File: config.mk
export PLATFORM = sky130hd
export DESIGN_NAME = mux_neuron
export DESIGN_NICKNAME = d
export VERILOG_FILES = /design/src/rtl/mux_neuron_pkg.sv /design/src/rtl/neuron_wmem.sv /design/src/rtl/neuron_ctrl.sv /design/src/rtl/neuron_datapath.sv /design/src/rtl/mux_neuron.sv
export SDC_FILE = /design/constraint.sdc
export NUM_CORES = 1
export LEC_CHECK = 0
export BUFFER_PORTS_ARGS = -buffer_cell sky130_fd_sc_hd__buf_2
export CAP_MARGIN = 10
export CELL_PAD_IN_SITES_DETAIL_PLACEMENT = 1
export CELL_PAD_IN_SITES_GLOBAL_PLACEMENT = 1
export CORE_ASPECT_RATIO = 0.6
export CORE_MARGIN = 5
export CORE_UTILIZATION = 35
export DETAILED_ROUTE_END_ITERATION = 8
export GPL_ROUTABILITY_DRIVEN = 0
export HOLD_SLACK_MARGIN = 0.02
export PLACE_DENSITY = 0.58
export SLEW_MARGIN = 0
export SYNTH_ARGS = -nofsm -noshare
export SYNTH_HDL_FRONTEND = slang
export SYNTH_HIERARCHICAL = 1
export SYNTH_SLANG_ARGS = --single-unit
File: constraint.sdc
create_clock -name clk -period 8.7 [get_ports clk]
set_input_delay 2.175 -clock clk [delete_from_list [all_inputs] [get_ports clk]]
set_output_delay 2.175 -clock clk [all_outputs]
set_load 0.01 [all_outputs]
File: src/rtl/mux_neuron_pkg.sv
package mux_neuron_pkg;
  // strobes from control to datapath, aligned with the accumulate stage
  typedef struct packed {
    logic clrAcc;      // drop the previous sum
    logic addTerm;     // add this stage's term
    logic unitWeight;  // broadcast beat: skip the multiplier
    logic evalEnd;     // evaluate threshold and raise done
  } mac_strobe_t;
endpackage

File: src/rtl/neuron_wmem.sv
module neuron_wmem #(
  parameter int DEPTH = 64,
  parameter int WIDTH = 8,
  localparam int AW = $clog2(DEPTH)
) (
  input  logic             clk,
  input  logic             wrEn,
  input  logic [AW-1:0]    wrAddr,
  input  logic [WIDTH-1:0] wrData,
  input  logic [AW-1:0]    rdAddr,
  output logic [WIDTH-1:0] rdData
);
  logic [WIDTH-1:0] store [DEPTH];

  // synchronous read; a same-edge write is seen only by later reads
  always_ff @(posedge clk) begin
    if (wrEn) store[wrAddr] <= wrData;
    rdData <= store[rdAddr];
  end
endmodule

File: src/rtl/neuron_ctrl.sv
module neuron_ctrl
  import mux_neuron_pkg::*;
(
  input  logic        clk,
  input  logic        rstN,
  input  logic        busValid,
  input  logic        busBcast,
  input  logic        frameStart,
  input  logic        frameEnd,
  output mac_strobe_t strobe
);
  logic validQ, bcastQ, startQ, endQ;

  // one register stage, matching the weight-store read latency
  always_ff @(posedge clk or negedge rstN) begin
    if (!rstN) begin
      validQ <= 1'b0;
      bcastQ <= 1'b0;
      startQ <= 1'b0;
      endQ   <= 1'b0;
    end else begin
      validQ <= busValid;
      bcastQ <= busBcast & busValid;
      startQ <= frameStart;
      endQ   <= frameEnd;
    end
  end

  always_comb begin
    strobe.clrAcc     = startQ;
    strobe.addTerm    = validQ;
    strobe.unitWeight = bcastQ;
    strobe.evalEnd    = endQ;
  end
endmodule

File: src/rtl/neuron_datapath.sv
module neuron_datapath
  import mux_neuron_pkg::*;
#(
  parameter int BUS_W = 9,
  parameter int WGT_W = 8,
  parameter int ACC_W = 24,
  localparam int PROD_W = BUS_W + WGT_W
) (
  input  logic                     clk,
  input  logic                     rstN,
  input  logic [BUS_W-1:0]         busVal,
  input  logic [WGT_W-1:0]         weightRd,
  input  mac_strobe_t              strobe,
  input  logic                     thrWrEn,
  input  logic [ACC_W-1:0]         thrWData,
  output logic signed [ACC_W-1:0]  accSum,
  output logic [BUS_W-1:0]         result,
  output logic                     done
);
  localparam logic [BUS_W-1:0] RES_MAX = {1'b0, {(BUS_W-1){1'b1}}};

  logic signed [BUS_W-1:0]  valQ;
  logic signed [WGT_W-1:0]  weightS;
  logic signed [PROD_W-1:0] prod;
  logic signed [ACC_W-1:0]  term, base, nextSum, thr;

  always_ff @(posedge clk or negedge rstN) begin
    if (!rstN) valQ <= '0;
    else       valQ <= busVal;
  end

  assign weightS = weightRd;

  // one shared multiplier; broadcast beats bypass it at unit weight
  always_comb begin
    prod    = valQ * weightS;
    term    = strobe.unitWeight ? ACC_W'(valQ) : ACC_W'(prod);
    base    = strobe.clrAcc ? '0 : accSum;
    nextSum = strobe.addTerm ? base + term : base;
  end

  always_ff @(posedge clk or negedge rstN) begin
    if (!rstN) begin
      accSum <= '0;
      thr    <= '0;
      result <= '0;
      done   <= 1'b0;
    end else begin
      accSum <= nextSum;
      if (thrWrEn) thr <= thrWData;
      done <= strobe.evalEnd;
      if (strobe.evalEnd) result <= (nextSum > thr) ? RES_MAX : '0;
    end
  end
endmodule

File: src/rtl/mux_neuron.sv
module mux_neuron
  import mux_neuron_pkg::*;
#(
  parameter int BUS_W = 9,
  parameter int WGT_W = 8,
  parameter int SRC_N = 64,
  parameter int ACC_W = 24,
  localparam int IDX_W = $clog2(SRC_N)
) (
  input  logic             clk,
  input  logic             rstN,
  input  logic             busValid,
  input  logic             busBcast,
  input  logic [IDX_W-1:0] busIdx,
  input  logic [BUS_W-1:0] busVal,
  input  logic             frameStart,
  input  logic             frameEnd,
  input  logic             hostWrEn,
  input  logic [IDX_W-1:0] hostAddr,
  input  logic [WGT_W-1:0] hostWData,
  input  logic             thrWrEn,
  input  logic [ACC_W-1:0] thrWData,
  output logic [BUS_W-1:0] result,
  output logic             done
);
  mac_strobe_t             strobe;
  logic [WGT_W-1:0]        weightRd;
  logic signed [ACC_W-1:0] accSum;

  neuron_wmem #(.DEPTH(SRC_N), .WIDTH(WGT_W)) u_wmem (
    .clk(clk), .wrEn(hostWrEn), .wrAddr(hostAddr), .wrData(hostWData),
    .rdAddr(busIdx), .rdData(weightRd)
  );

  neuron_ctrl u_ctrl (
    .clk(clk), .rstN(rstN), .busValid(busValid), .busBcast(busBcast),
    .frameStart(frameStart), .frameEnd(frameEnd), .strobe(strobe)
  );

  neuron_datapath #(.BUS_W(BUS_W), .WGT_W(WGT_W), .ACC_W(ACC_W)) u_dp (
    .clk(clk), .rstN(rstN), .busVal(busVal), .weightRd(weightRd),
    .strobe(strobe), .thrWrEn(thrWrEn), .thrWData(thrWData),
    .accSum(accSum), .result(result), .done(done)
  );
endmodule

* After elaboration in Yosys (flattened, before gate mapping)
Memory sizes are Yosys's and may differ from the RTL's. A register that Yosys moved wholly into a read port is not among the register bits. Cells that the tools add are included.
Cells by class: add/subtract/negate cells 1, multiply operators 1, $lt $le $gt $ge 1, muxes and demuxes 6, bitwise logic cells 1
Operators by type and width (number):
- $mux W24 | 3
- $add A24 B24 Y24 | 1
- $gt A24 B24 Y1 | 1
- $mul A9 B8 Y17 | 1
- $mux W8 | 1
- $mux W1 | 2
- $and A1 B1 Y1 | 1
Word-level totals: bits in registers 71, bits in writable memories 512, input bits 61, output and inout bits 10, word-level logic and storage cells 20, memories kept 1
Memories:
- u_wmem.store | depth 64, bits a word 8, read ports 1, clocked after memory_dff 1, write ports 1, RTL line neuron_wmem.sv:13 | logic [WIDTH-1:0] store [DEPTH];

* Logic depth before layout (Yosys ltp)
Gate-level depths: netlist of the first run.
depth after elaboration 6, depth in mapped cells 40, mapped depth without buffers 39

* Modules after synthesis
The synthesis of the first run kept the hierarchy.
By module, submodules not included:
- neuron_wmem | times used 1, cells each 940, area each 20166.8 sq um, seq. area each 15534.9 sq um
- neuron_datapath | times used 1, cells each 752, area each 6734.0 sq um, seq. area each 1476.4 sq um
- neuron_ctrl | times used 1, cells each 9, area each 136.4 sq um, seq. area each 100.1 sq um

* Worst setup path after synthesis of the first run
OpenSTA, ideal clock, no wires.
kind register -> register, start point register u_dp.valQ[0], end point register u_dp.result[6], library setup time 0.101 ns, data arrival time 7.463 ns, required time 8.599 ns, setup slack 1.137 ns, cell stages (with the launch flop) 36, path buffers 0, clock period less this slack 7.563 ns, cell sequence dfrtp_1 nand2b_1 fa_1 fa_1 inv_1 fa_1 inv_1 fa_1 inv_1 ha_1 inv_1 o21bai_1 a21oi_1 o21bai_1 a21oi_1 o21bai_1 a21oi_1 xor2_1 o21ai_0 ha_1 a211oi_1 nand2_1 nor3_1 o21a_1 o41ai_1 maj3_1 a21oi_2 or3_1 nand3_1 xor2_1 ha_1 nand4_1 nor4_1 a211oi_1 and4b_1 o32ai_1
Between the ends: cells in the longest elaborated chain, start to end 6
RTL lines:
- start, declared | RTL line neuron_datapath.sv:22 | logic signed [BUS_W-1:0] valQ;
- start signal, assigned | RTL line neuron_datapath.sv:29 | else valQ <= busVal;
- $mul A9 B8 Y17 | RTL line neuron_datapath.sv:36 | prod = valQ * weightS;
- $mux W24 (*) | RTL line neuron_datapath.sv:37 | term = strobe.unitWeight ? ACC_W'(valQ) : ACC_W'(prod);
- $add A24 B24 Y24 (*) | RTL line neuron_datapath.sv:39 | nextSum = strobe.addTerm ? base + term : base;
- $mux W24 (*) | RTL line neuron_datapath.sv:39
- named net u_dp.nextSum[22] | RTL line neuron_datapath.sv:25 | logic signed [ACC_W-1:0] term, base, nextSum, thr;
- $gt A24 B24 Y1 (*) | RTL line neuron_datapath.sv:52 | if (strobe.evalEnd) result <= (nextSum > thr) ? RES_MAX : '0;
- $mux W8 (*) | RTL line neuron_datapath.sv:52
- end signal, assigned | RTL line neuron_datapath.sv:52
- end, declared | RTL line neuron_datapath.sv:17 | output logic [BUS_W-1:0] result,
The timed path passes the listed nets; every way through them passes the cells marked *. A chain may end at the register's enable or synchronous reset.

* Worst setup path in the final report of the first run
start point register u_wmem.rdData[7] (read register of u_wmem.store), end point register u_dp.result[6]
Between the ends: cells in the longest elaborated chain, start to end 6
RTL lines:
- start, declared | RTL line neuron_wmem.sv:11 | output logic [WIDTH-1:0] rdData
- $mul A9 B8 Y17 | RTL line neuron_datapath.sv:36
- $mux W24 | RTL line neuron_datapath.sv:37
- $add A24 B24 Y24 | RTL line neuron_datapath.sv:39
- $mux W24 | RTL line neuron_datapath.sv:39
- named net u_dp.nextSum[19] | RTL line neuron_datapath.sv:25
- $gt A24 B24 Y1 | RTL line neuron_datapath.sv:52
- $mux W8 | RTL line neuron_datapath.sv:52
The timed path passes the listed nets, and every way through them passes these cells.

==> results of run 1 <==
worst max-delay path by stage:
stage / start / endpoint / slack, ns / depth (start not counted)
after floorplan: u_dp/valQ[0] / u_dp/result[6] / 1.14 / 35
after global placement: u_wmem/rdData[7] / u_dp/result[6] / 0.36 / 29
after detailed placement: u_wmem/rdData[4] / u_dp/result[6] / 0.28 / 35
after CTS: u_wmem/rdData[7] / u_dp/result[6] / 0.21 / 29
after global routing: u_wmem/rdData[1] / u_dp/result[6] / 0.01 / 31
final: u_wmem/rdData[7] / u_dp/result[6] / 0.50 / 32
timing repair:
action,in CTS,in global routing
resized for setup,0,26
buffers inserted,0,7
setup endpoints to repair,0,1
per-layer routing:
| metal | track usage | wire length, um | vias to the layer above |
|---|---|---|---|
| met3 | 0.03586 | 4430 | 86 |
| met1 | 0.2767 | 36260 | 7820 |
| met5 | 0 | 0 | - |
| li1 | - | - | 6563 |
| met4 | 0.03507 | 1227 | 0 |
| met2 | 0.2269 | 27730 | 355 |
registers in the layout, summed over array words and instances (netlist names), 8 cells and up:
signal         flops
u_dp/accSum       24
u_dp/thr          24
u_dp/valQ          9
u_wmem/rdData      8
u_wmem/store     512
through the flow:
stage / setup WS [ns] / std cells / hold WS [ns]
CTS: 0.2096 / 2814 / 0.4286
detailed placement: 0.2825 / 2713 / 0.4133
global placement: 0.3647 / 2713 / 0.4005
floorplan: 1.137 / 1701 / 0.4352
global route: 0.01312 / 2822 / 0.4497
finish: 0.5034 / 2823 / 0.4264
critical path: cells and delay by family (launching register included):
kind	cells	cell delay [ns]
AO/OA/AOI/OAI	14	3.12
adder cells (fa/ha/maj)	7	2.94
AND/OR/NAND/NOR	5	0.95
buffers and inverters	4	0.43
flip-flops	1	0.38
XOR/XNOR	2	0.27
final cells by class:
class | instances | area (sq um)
fill | 7518 | 45700
sequential | 583 | 17130
multi-input combinational | 906 | 9029
clock buffer | 64 | 1453
tap | 1000 | 1251
timing repair buffer | 101 | 624.3
inverter | 131 | 495.5
clock inverter | 37 | 344.1
antenna | 1 | 2.502
logic make-up (layout without fill, tap and decap cells):
group | count (synthesis) | count (layout)
other | 1 | 2
AOI/OAI and AO/OA | 198 | 198
xor gates and xnor gates | 31 | 31
and+or+nand+nor | 355 | 355
adders and majority gates | 139 | 139
buffers and inverters | 212 | 333
DFF | 583 | 583
muxes | 182 | 182
power by group:
part / internal [mW] / switching [mW] / leakage (nW)
sequential: 3.14 / 0.0448 / 5.44
clock: 1.35 / 1.10 / 0.863
combinational: 1.65 / 2.18 / 4.42
total: 6.14 / 3.33 / 10.7
synth_stat cells, types with 3 or more instances:
cell type  count  area share
nand2_1       81       0.011
clkbuf_1      34      0.0047
xnor2_1       26      0.0084
o32ai_1        3     0.00097
fa_1          62       0.046
nor2_1       113       0.016
inv_1        130       0.018
o31ai_1        5      0.0014
buf_4         25      0.0069
dfrtp_1       63       0.058
edfxtp_1     512        0.57
mux2_2        30       0.012
and2_1        48       0.011
a221oi_1       6      0.0019
o21ai_0       48      0.0089
buf_6          4      0.0017
buf_2         11      0.0020
buf_1          5     0.00069
nand4_1        8      0.0019
nand2b_1      15      0.0035
nor3_1        16      0.0030
a22oi_1        3     0.00083
ha_1          76       0.035
or3_1          5      0.0012
xor2_1         5      0.0016
o2111ai_1      4      0.0013
o221ai_1       8      0.0026
a31oi_1        3     0.00069
nand3b_1       3     0.00083
o22ai_1       10      0.0023
o2bb2ai_1      6      0.0019
a21oi_1       34      0.0063
nor2b_1       39      0.0090
mux2i_1       26      0.0096
a211oi_1       9      0.0025
o41ai_1        3     0.00097
dfxtp_1        8      0.0059
mux4_2       126        0.10
o21a_1        13      0.0036
nor4_1         5      0.0012
nand3_1       17      0.0031
o21bai_1       7      0.0019
a21o_1        15      0.0042
cells in the final DEF, fill, tap and decap left out, drive strengths merged, types with 8 or more instances in the layout:
cell	instances
dfrtp	63
xnor2	26
o21ai	50
and2	48
o21a	13
clkbuf	65
edfxtp	512
clkinv	23
nor2b	39
inv	134
nand3	17
a21oi	35
ha	76
dfxtp	8
mux2i	26
fa	62
nand2b	15
nand2	81
a211oi	9
nor2	113
a21o	15
mux2	30
nand4	8
o221ai	8
buf	100
o22ai	10
mux4	126
nor3	16
==> results.py, run 1 <==
metrics = {
    "yosys": {
        "synth_flop_cell": "edfxtp_1",
        "synthAdderAreaFrac": 0.08145,
        "synthCells": 1701,
        "syn-num-nets": 1900,
        "synth-compound-area-share": 0.04942,
        "synth-simple-area-share": 0.06326,
        "synth_top_family_by_area": "multiplexers",
        "yosys_warnings": 6,
        "yosys-mux-area-fraction": 0.1271,
        "synth_cell_types": 68,
        "yosysSeqAreaShare": 0.6329,
        "ys_ff_latch": 583,
        "syn-mean-instance-area_sq_um": 15.89,
        "synth_xor_xnor_area_share": 0.01004,
        "async_flop_share": 0.1081,
        "synth_edf_count": 512,
        "syn_area_sq_um": 27040,
    },
    "timing": {
        "period_needed_ns": 8.197,
        "setup_viol": 0,
        "fin_crit_sh": 0.9421,
        "rsz0062_at_grt": "no",
        "hold_viol_final": 0,
        "max_slew_margin": 0.2579,
        "setup_tns_ns": 0,
        "slew_viol_final": 0,
        "fin_skew_ns": 0.02645,
        "worst_pin_slew_ns": 1.109,
        "fmax_mhz": 122.0,
    },
    "clock_network": {
        "clock-root-buffer": "clkbuf_16",
        "cts-htree-levels": 2,
        "hold_buffers": 0,
        "clkTransAtPathRegs_ns": 0.07,
        "cts_buffers": 57,
        "cts_tree": "built",
        "cts_buffer_depth": 3,
        "insertion_delay_ns": 0.64,
        "clkSinkCount": 583,
    },
    "drt": {
        "drc": 0,
        "drt-pass1-iter-count": 7,
        "ant_nets": 0,
        "drt-vias-per-instance": 5.251,
        "drt-total-wl_mm": 69.64,
        "drt_iter0_drc": 1226,
        "wl_per_cell_um": 24.67,
        "route.vias.total": 14820,
    },
    "setup_path": {
        "critPathCaptureType": "flop",
        "crit_slowest_cell": "fa_1",
        "worstPathArrival_ns": 8.73,
        "crit_path_frequent_cell": "a21oi_1",
        "r2r-start": "u_wmem/rdData[7]",
        "rrSetupSlack_ns": 0.50,
        "worst_ep_required_time_ns": 9.23,
        "criticalPathCategory": "flop to flop",
        "path_max_fanout": 4,
        "cp_slowest_stage_delay_ns": 0.54,
        "rr_worst_depth": 32,
        "r2r-end": "u_dp/result[6]",
        "start_kind": "flop",
    },
    "pwr": {
        "totalPowerFinal_mw": 9.467,
        "ir_drop_mv": 0.2246,
        "pwr_density_cell_nw_per_um2": 312.2,
        "leakagePower_nw": 10.72,
    },
    "placement": {
        "placed_cell_area_sq_um": 28350,
        "dp_hpwl_mm": 46.91,
        "io_buffers": 69,
    },
    "flow_run": {
        "max_cap_violations": 0,
    },
    "cells_and_area": {
        "final_nets": 1979,
        "drive_gt1_frac": 0.2020,
        "area_growth_pct": 12.16,
        "fin_util": 0.3989,
        "design_area_sq_um": 30320,
    },
    "floorplanning": {
        "die_area_sq_um": 83090,
        "fp.dieH_um": 225.3,
        "placementRows": 78,
        "initial_core_util": 0.3556,
        "die_w_um": 368.8,
        "core_sq_um": 76030,
        "num_io_pins": 71,
    },
    "global_route": {
        "overflow": 0,
        "antenna_found_initial": 0,
        "grt_use_total": 0.1688,
        "grt_pass1_wl_mm": 104.6,
        "grt_max_degree": 65,
        "grt_pass1_vias": 15650,
    },
    "status": {
        "status": "finished clean",
    },
    "min_path": {
        "min_path_cells": 0,
        "min_from": "u_ctrl/endQ",
        "hold_class": "flop to flop",
        "min_to": "u_dp/done",
    },
}
No activity file was read; power rests on OpenSTA's default activity.
==> inputs of run 2 (changes only) <==
- CORE_MARGIN: 5 -> unset
- CORE_UTILIZATION: 35 -> 54
- GPL_TIMING_DRIVEN: unset -> 0
- PLACE_DENSITY: 0.58 -> 0.82
==> run 2 against run 1 <==
Routed wire length rose by 7.3%. Via count rose by 8.7%. Total power rose by 4.3%. Highest routed layer unchanged.
==> results.py, run 2 (synthesis gave the netlist of run 1 again) <==
metrics = {
    "setup_path": {
        "rr_worst_depth": 34,
        "cp_slowest_stage_delay_ns": 0.56,
        "crit_slowest_cell": "fa_1",
        "worstPathArrival_ns": 8.84,
        "path_max_fanout": 6,
        "critPathCaptureType": "flop",
        "critPathBufInv": 4,
        "criticalPathCategory": "flop to flop",
        "start_kind": "flop",
        "crit_cells": 34,
        "cp_top_family": "adder cells",
        "worst_ep_required_time_ns": 9.20,
    },
    "clock_network": {
        "cts_tree": "built",
        "clkSinkCount": 583,
        "cts_buffers": 53,
        "clkTransAtPathRegs_ns": 0.06,
        "cts-htree-levels": 2,
        "clock-root-buffer": "clkbuf_16",
        "insertion_delay_ns": 0.63,
        "cts_buffer_depth": 3,
    },
    "global_route": {
        "overflow": 0,
        "grt_use_total": 0.2975,
        "grt_pass1_wl_mm": 109.8,
        "grt_pass1_vias": 16680,
        "grt_max_degree": 65,
        "antenna_found_initial": 2,
    },
    "placement": {
        "io_buffers": 60,
        "dp_hpwl_mm": 51.75,
        "placed_cell_area_sq_um": 28170,
        "pre_cts_slack_ns": -0.6319,
        "dp_cells": 2413,
    },
    "timing": {
        "fmax_mhz": 119.9,
        "setup_viol": 0,
        "hold_viol_final": 0,
        "layout_setup_ws_ns": 0.3621,
        "slew_viol_final": 0,
        "worst_pin_slew_ns": 1.263,
        "max_slew_margin": 0.1582,
        "fin_crit_sh": 0.9584,
        "period_needed_ns": 8.338,
        "fin_skew_ns": 0.04457,
        "setup_tns_ns": 0,
        "whs_ns": 0.4724,
    },
    "floorplanning": {
        "die_w_um": 290.9,
        "die_area_sq_um": 51000,
        "placementRows": 63,
        "core_sq_um": 49420,
        "num_io_pins": 71,
        "fp.dieH_um": 175.3,
        "initial_core_util": 0.5470,
    },
    "drt": {
        "drt-pass1-iter-count": 5,
        "drt_iter0_drc": 2018,
        "drt-vias-per-instance": 6.393,
        "wl_per_cell_um": 29.63,
        "drc": 0,
        "ant_nets": 0,
        "route.vias.total": 16120,
        "drt-total-wl_mm": 74.70,
    },
    "cells_and_area": {
        "reg_top3": "u_wmem/store: 512 flops, u_dp/accSum: 24 flops, u_dp/thr: 24 flops",
        "area_growth_pct": 12.25,
        "fillers": 4392,
        "final_common_cell": "edfxtp_1",
        "drive_gt1_frac": 0.2151,
        "largest_register_ffs": 512,
        "fin_cells": 2521,
        "fin_util": 0.6140,
        "final_nets": 2023,
        "design_area_sq_um": 30350,
        "final_cell_mix": "edfxtp_1 (512), inv_1 (130), mux4_2 (126), nor2_1 (113), nand2_1 (81)",
        "regMostFlops": "u_wmem/store",
    },
    "pwr": {
        "leakagePower_nw": 10.91,
        "totalPowerFinal_mw": 9.873,
        "ir_drop_mv": 0.2408,
        "pwr_density_cell_nw_per_um2": 325.3,
    },
    "flow_run": {
        "max_cap_violations": 0,
    },
    "min_path": {
        "hold_class": "flop to flop",
        "min_path_cells": 1,
    },
    "status": {
        "status": "finished clean",
    },
}
[run 2: changes by cell type in the layout (fill, tap and decap cells not counted), sizes merged]
| cell | before | now |
|---|---|---|
| clkbuf | 65 | 94 |
| buf | 100 | 121 |
| bufinv | 5 | 10 |
| clkinv | 23 | 18 |
| clkinvlp | 6 | 3 |
| diode | 1 | 2 |
[run 2: report_power, final]
group	leakage, nW	switching [mW]	internal, mW
Clock	0.906	1.08	1.45
Combinational	4.57	2.45	1.70
Sequential	5.43	0.0504	3.14
[run 2: worst paths after layout]
| check | endpoint | startpoint | slack (ns) |
|---|---|---|---|
| max in group asynchronous | u_dp/valQ[1] | rstN | 6.40 |
| worst min-delay path | u_dp/done | u_ctrl/endQ | 0.47 |
| worst min register to register | u_dp/done | u_ctrl/endQ | 0.47 |
| min in group asynchronous | u_dp/valQ[7] | rstN | 1.69 |
| worst max register to register | u_dp/result[6] | u_dp/valQ[0] | 0.36 |
| worst max-delay path | u_dp/result[6] | u_dp/valQ[0] | 0.36 |
[run 2: area by class of cell]
| type | instances | area (sq um) | area share |
|---|---|---|---|
| multi-input combinational | 906 | 9104 | 0.3000 |
| inverter | 131 | 494.2 | 0.01629 |
| buffer | 75 | 451.7 | 0.01488 |
| sequential | 583 | 17130 | 0.5645 |
| clock buffer | 66 | 1395 | 0.04597 |
| clock inverter | 34 | 481.7 | 0.01587 |
| timing repair buffer | 74 | 470.5 | 0.01550 |
| tap | 650 | 813.3 | 0.02680 |
| antenna | 2 | 5.005 | 0.0001649 |
[run 2: routing by layer]
metal / GRT usage / wire (um) / vias up
met5: 0 / 0 / -
met4: 0.07474 / 1850 / 0
met3: 0.09730 / 9454 / 149
met2: 0.4165 / 31730 / 897
met1: 0.4509 / 31670 / 8437
li1: - / - / 6635
[run 2: repair_timing]
item	in CTS	in global routing
pin swaps	0	9
hold buffers	0	0
buffers inserted	0	7
hold endpoints to repair	0	0
setup endpoints to repair	1	1
gates cloned	0	0
gates resized for setup	15	36
[run 2: worst register-to-register path: cells and delay by family (launching register included)]
kind	cells	cell delay [ns]
simple gates	6	1.27
xor+xnor	2	0.34
flops	1	0.42
mux	1	0.28
compound gates	13	2.19
buf+inv	4	0.30
fa+ha+maj	8	3.45
==> inputs of run 3 (changes only) <==
- clock period: 8.7 -> 8 ns (I/O delays scaled with it)
==> run 3 against run 2 <==
Register-to-register slack got worse by 0.51 ns. The flow now finishes with violations (setup timing). Via count increased by 2.6%. Sequential cell count unchanged. First-iteration DRC count increased by 14%. Clock skew decreased by 0.0040 ns. Worst hold slack improved by 0.012 ns. Utilization increased by 1.9 points. Global-route usage increased by 0.62 points. Maximum frequency increased by 2.3%. Largest power group unchanged.
==> results.py, run 3 (synthesis gave the netlist of run 1 again) <==
metrics = {
    "pwr": {
        "totalPowerFinal_mw": 12.19,
        "leakagePower_nw": 11.25,
        "internal-power_mw": 7.578,
        "switching_share": 0.3785,
        "pwr_density_cell_nw_per_um2": 389.7,
        "combPwrFrac": 0.489,
        "pwr-share-clk": 0.226,
        "pwr-share-seq": 0.285,
        "p_sw_mw": 4.614,
        "ir_drop_mv": 0.3257,
    },
    "min_path": {
        "min_from": "u_ctrl/endQ",
        "hold_class": "flop to flop",
        "min_path_cells": 1,
        "min_to": "u_dp/done",
    },
    "timing": {
        "slew_viol_final": 0,
        "layout_setup_ws_ns": -0.1520,
        "setup_viol": 1,
        "period_needed_ns": 8.152,
        "fin_skew_ns": 0.04062,
        "fin_crit_sh": 1.019,
        "fmax_mhz": 122.7,
        "hold_viol_final": 0,
        "worst_pin_slew_ns": 1.273,
        "rsz0062_at_grt": "yes",
        "max_slew_margin": 0.1516,
        "setup_tns_ns": -0.1520,
    },
    "clock_network": {
        "clock-root-buffer": "clkbuf_16",
        "cts_tree": "built",
        "cts-htree-levels": 2,
        "cts_buffers": 53,
        "clkTransAtPathRegs_ns": 0.06,
        "cts_buffer_depth": 3,
        "insertion_delay_ns": 0.62,
        "hold_buffers": 0,
        "clkSinkCount": 583,
    },
    "setup_path": {
        "cp_slowest_stage_delay_ns": 0.51,
        "r2r-start": "u_dp/valQ[5]",
        "criticalPathCategory": "flop to flop",
        "worstPathArrival_ns": 8.66,
        "r2r-end": "u_dp/result[6]",
        "crit_slowest_cell": "fa_1",
        "path_max_fanout": 5,
        "worst_ep_required_time_ns": 8.51,
        "start_kind": "flop",
        "rr_worst_depth": 37,
        "critPathCaptureType": "flop",
        "crit_path_frequent_cell": "inv_1",
        "rrSetupSlack_ns": -0.15,
    },
    "global_route": {
        "antenna_found_initial": 2,
        "grt_pass1_wl_mm": 112.1,
        "grt_pass1_vias": 16970,
        "grt_max_degree": 65,
        "grt_use_total": 0.3037,
        "overflow": 0,
    },
    "floorplanning": {
        "die_area_sq_um": 51000,
        "die_w_um": 290.9,
        "fp.dieH_um": 175.3,
        "core_sq_um": 49420,
        "num_io_pins": 71,
        "placementRows": 63,
        "initial_core_util": 0.5470,
    },
    "placement": {
        "dp_hpwl_mm": 51.75,
        "placed_cell_area_sq_um": 28170,
        "io_buffers": 60,
    },
    "drt": {
        "wl_per_cell_um": 30.59,
        "drt-vias-per-instance": 6.447,
        "route.vias.total": 16540,
        "drt_iter0_drc": 2302,
        "drt-pass1-iter-count": 6,
        "drc": 0,
        "drt-total-wl_mm": 78.50,
        "ant_nets": 0,
    },
    "cells_and_area": {
        "final_nets": 2068,
        "regMostFlops": "u_wmem/store",
        "largest_register_ffs": 512,
        "fillers": 4329,
        "final_cell_mix": "edfxtp_1 (512), mux4_2 (126), inv_1 (120), nor2_1 (106)",
        "register_area_sq_um": 17150,
        "area_growth_pct": 15.72,
        "multi_input_area_sq_um": 9624,
        "final_common_cell": "edfxtp_1",
        "design_area_sq_um": 31290,
        "reg_top3": "u_wmem/store: 512 flops, u_dp/accSum: 24 flops, u_dp/thr: 24 flops",
        "drive_gt1_frac": 0.2753,
    },
    "status": {
        "violations": "setup timing",
        "status": "finished, violations left",
    },
    "flow_run": {
        "max_cap_violations": 0,
    },
}
-- run 3: power groups by stage --
stage / sequential, mW / clock [mW] / combinational, mW
after floorplan: 3.51 / 0 / 2.89
after global placement: 3.52 / 0 / 3.81
after detailed placement: 3.53 / 0 / 4.07
after CTS: 3.48 / 2.78 / 4.81
after global routing: 3.49 / 2.88 / 6.33
final: 3.48 / 2.75 / 5.96
-- run 3: routing by layer --
layer	track usage	up-vias	part of all wire
met3	0.09844	165	0.12
met4	0.07518	0	0.026
li1	-	6718	-
met5	0	-	0
met2	0.4318	931	0.43
met1	0.4555	8728	0.42
-- run 3: repair_timing --
item / 4_1_cts / 5_1_grt
buffers inserted: 23 / 30
pin swaps: 28 / 72
resized for setup: 70 / 100
endpoints found under the setup margin: 2 / 1
-- run 3: worst max-delay path by stage --
stage	startpoint	endpoint	slack [ns]	cells after the start
floorplan	u_dp/valQ[0]	u_dp/result[6]	0.44	35
global placement	u_dp/valQ[8]	u_dp/result[6]	-0.99	34
detailed placement	u_dp/valQ[8]	u_dp/result[6]	-1.33	34
CTS	u_dp/valQ[4]	u_dp/result[6]	0.001	28
global route	u_dp/valQ[4]	u_dp/result[6]	-0.39	34
finish	u_dp/valQ[5]	u_dp/result[6]	-0.15	37
-- run 3: through the flow --
stage,utilization,setup WS [ns],hold WS [ns],cells
5_1_grt,0.6330,-0.3875,0.4975,2565
3_3_place_gp,0.5696,-0.9914,0.4466,2411
4_1_cts,0.6168,0.001364,0.4721,2530
3_5_place_dp,0.5699,-1.332,0.4564,2413
2_1_floorplan,-,0.4365,0.4352,1701
6_report,0.6330,-0.1520,0.4845,2566
-- run 3: worst max-delay path, delay by kind of cell (launching register included) --
family | cells | cell delay [ns]
fa+ha+maj | 8 | 2.94
compound gates | 10 | 2.06
simple gates | 9 | 1.42
buf+inv | 8 | 0.75
xor+xnor | 2 | 0.49
flops | 1 | 0.43
-- run 3: cell type report --
type | instances | share of cell area
Tap cell | 650 | 0.02599
Clock buffer | 66 | 0.04459
Antenna cell | 2 | 0.0001600
Inverter | 131 | 0.01596
Clock inverter | 34 | 0.01540
Timing Repair Buffer | 119 | 0.02783
Sequential cell | 583 | 0.5480
Multi-Input combinational cell | 906 | 0.3076
Buffer | 75 | 0.01444
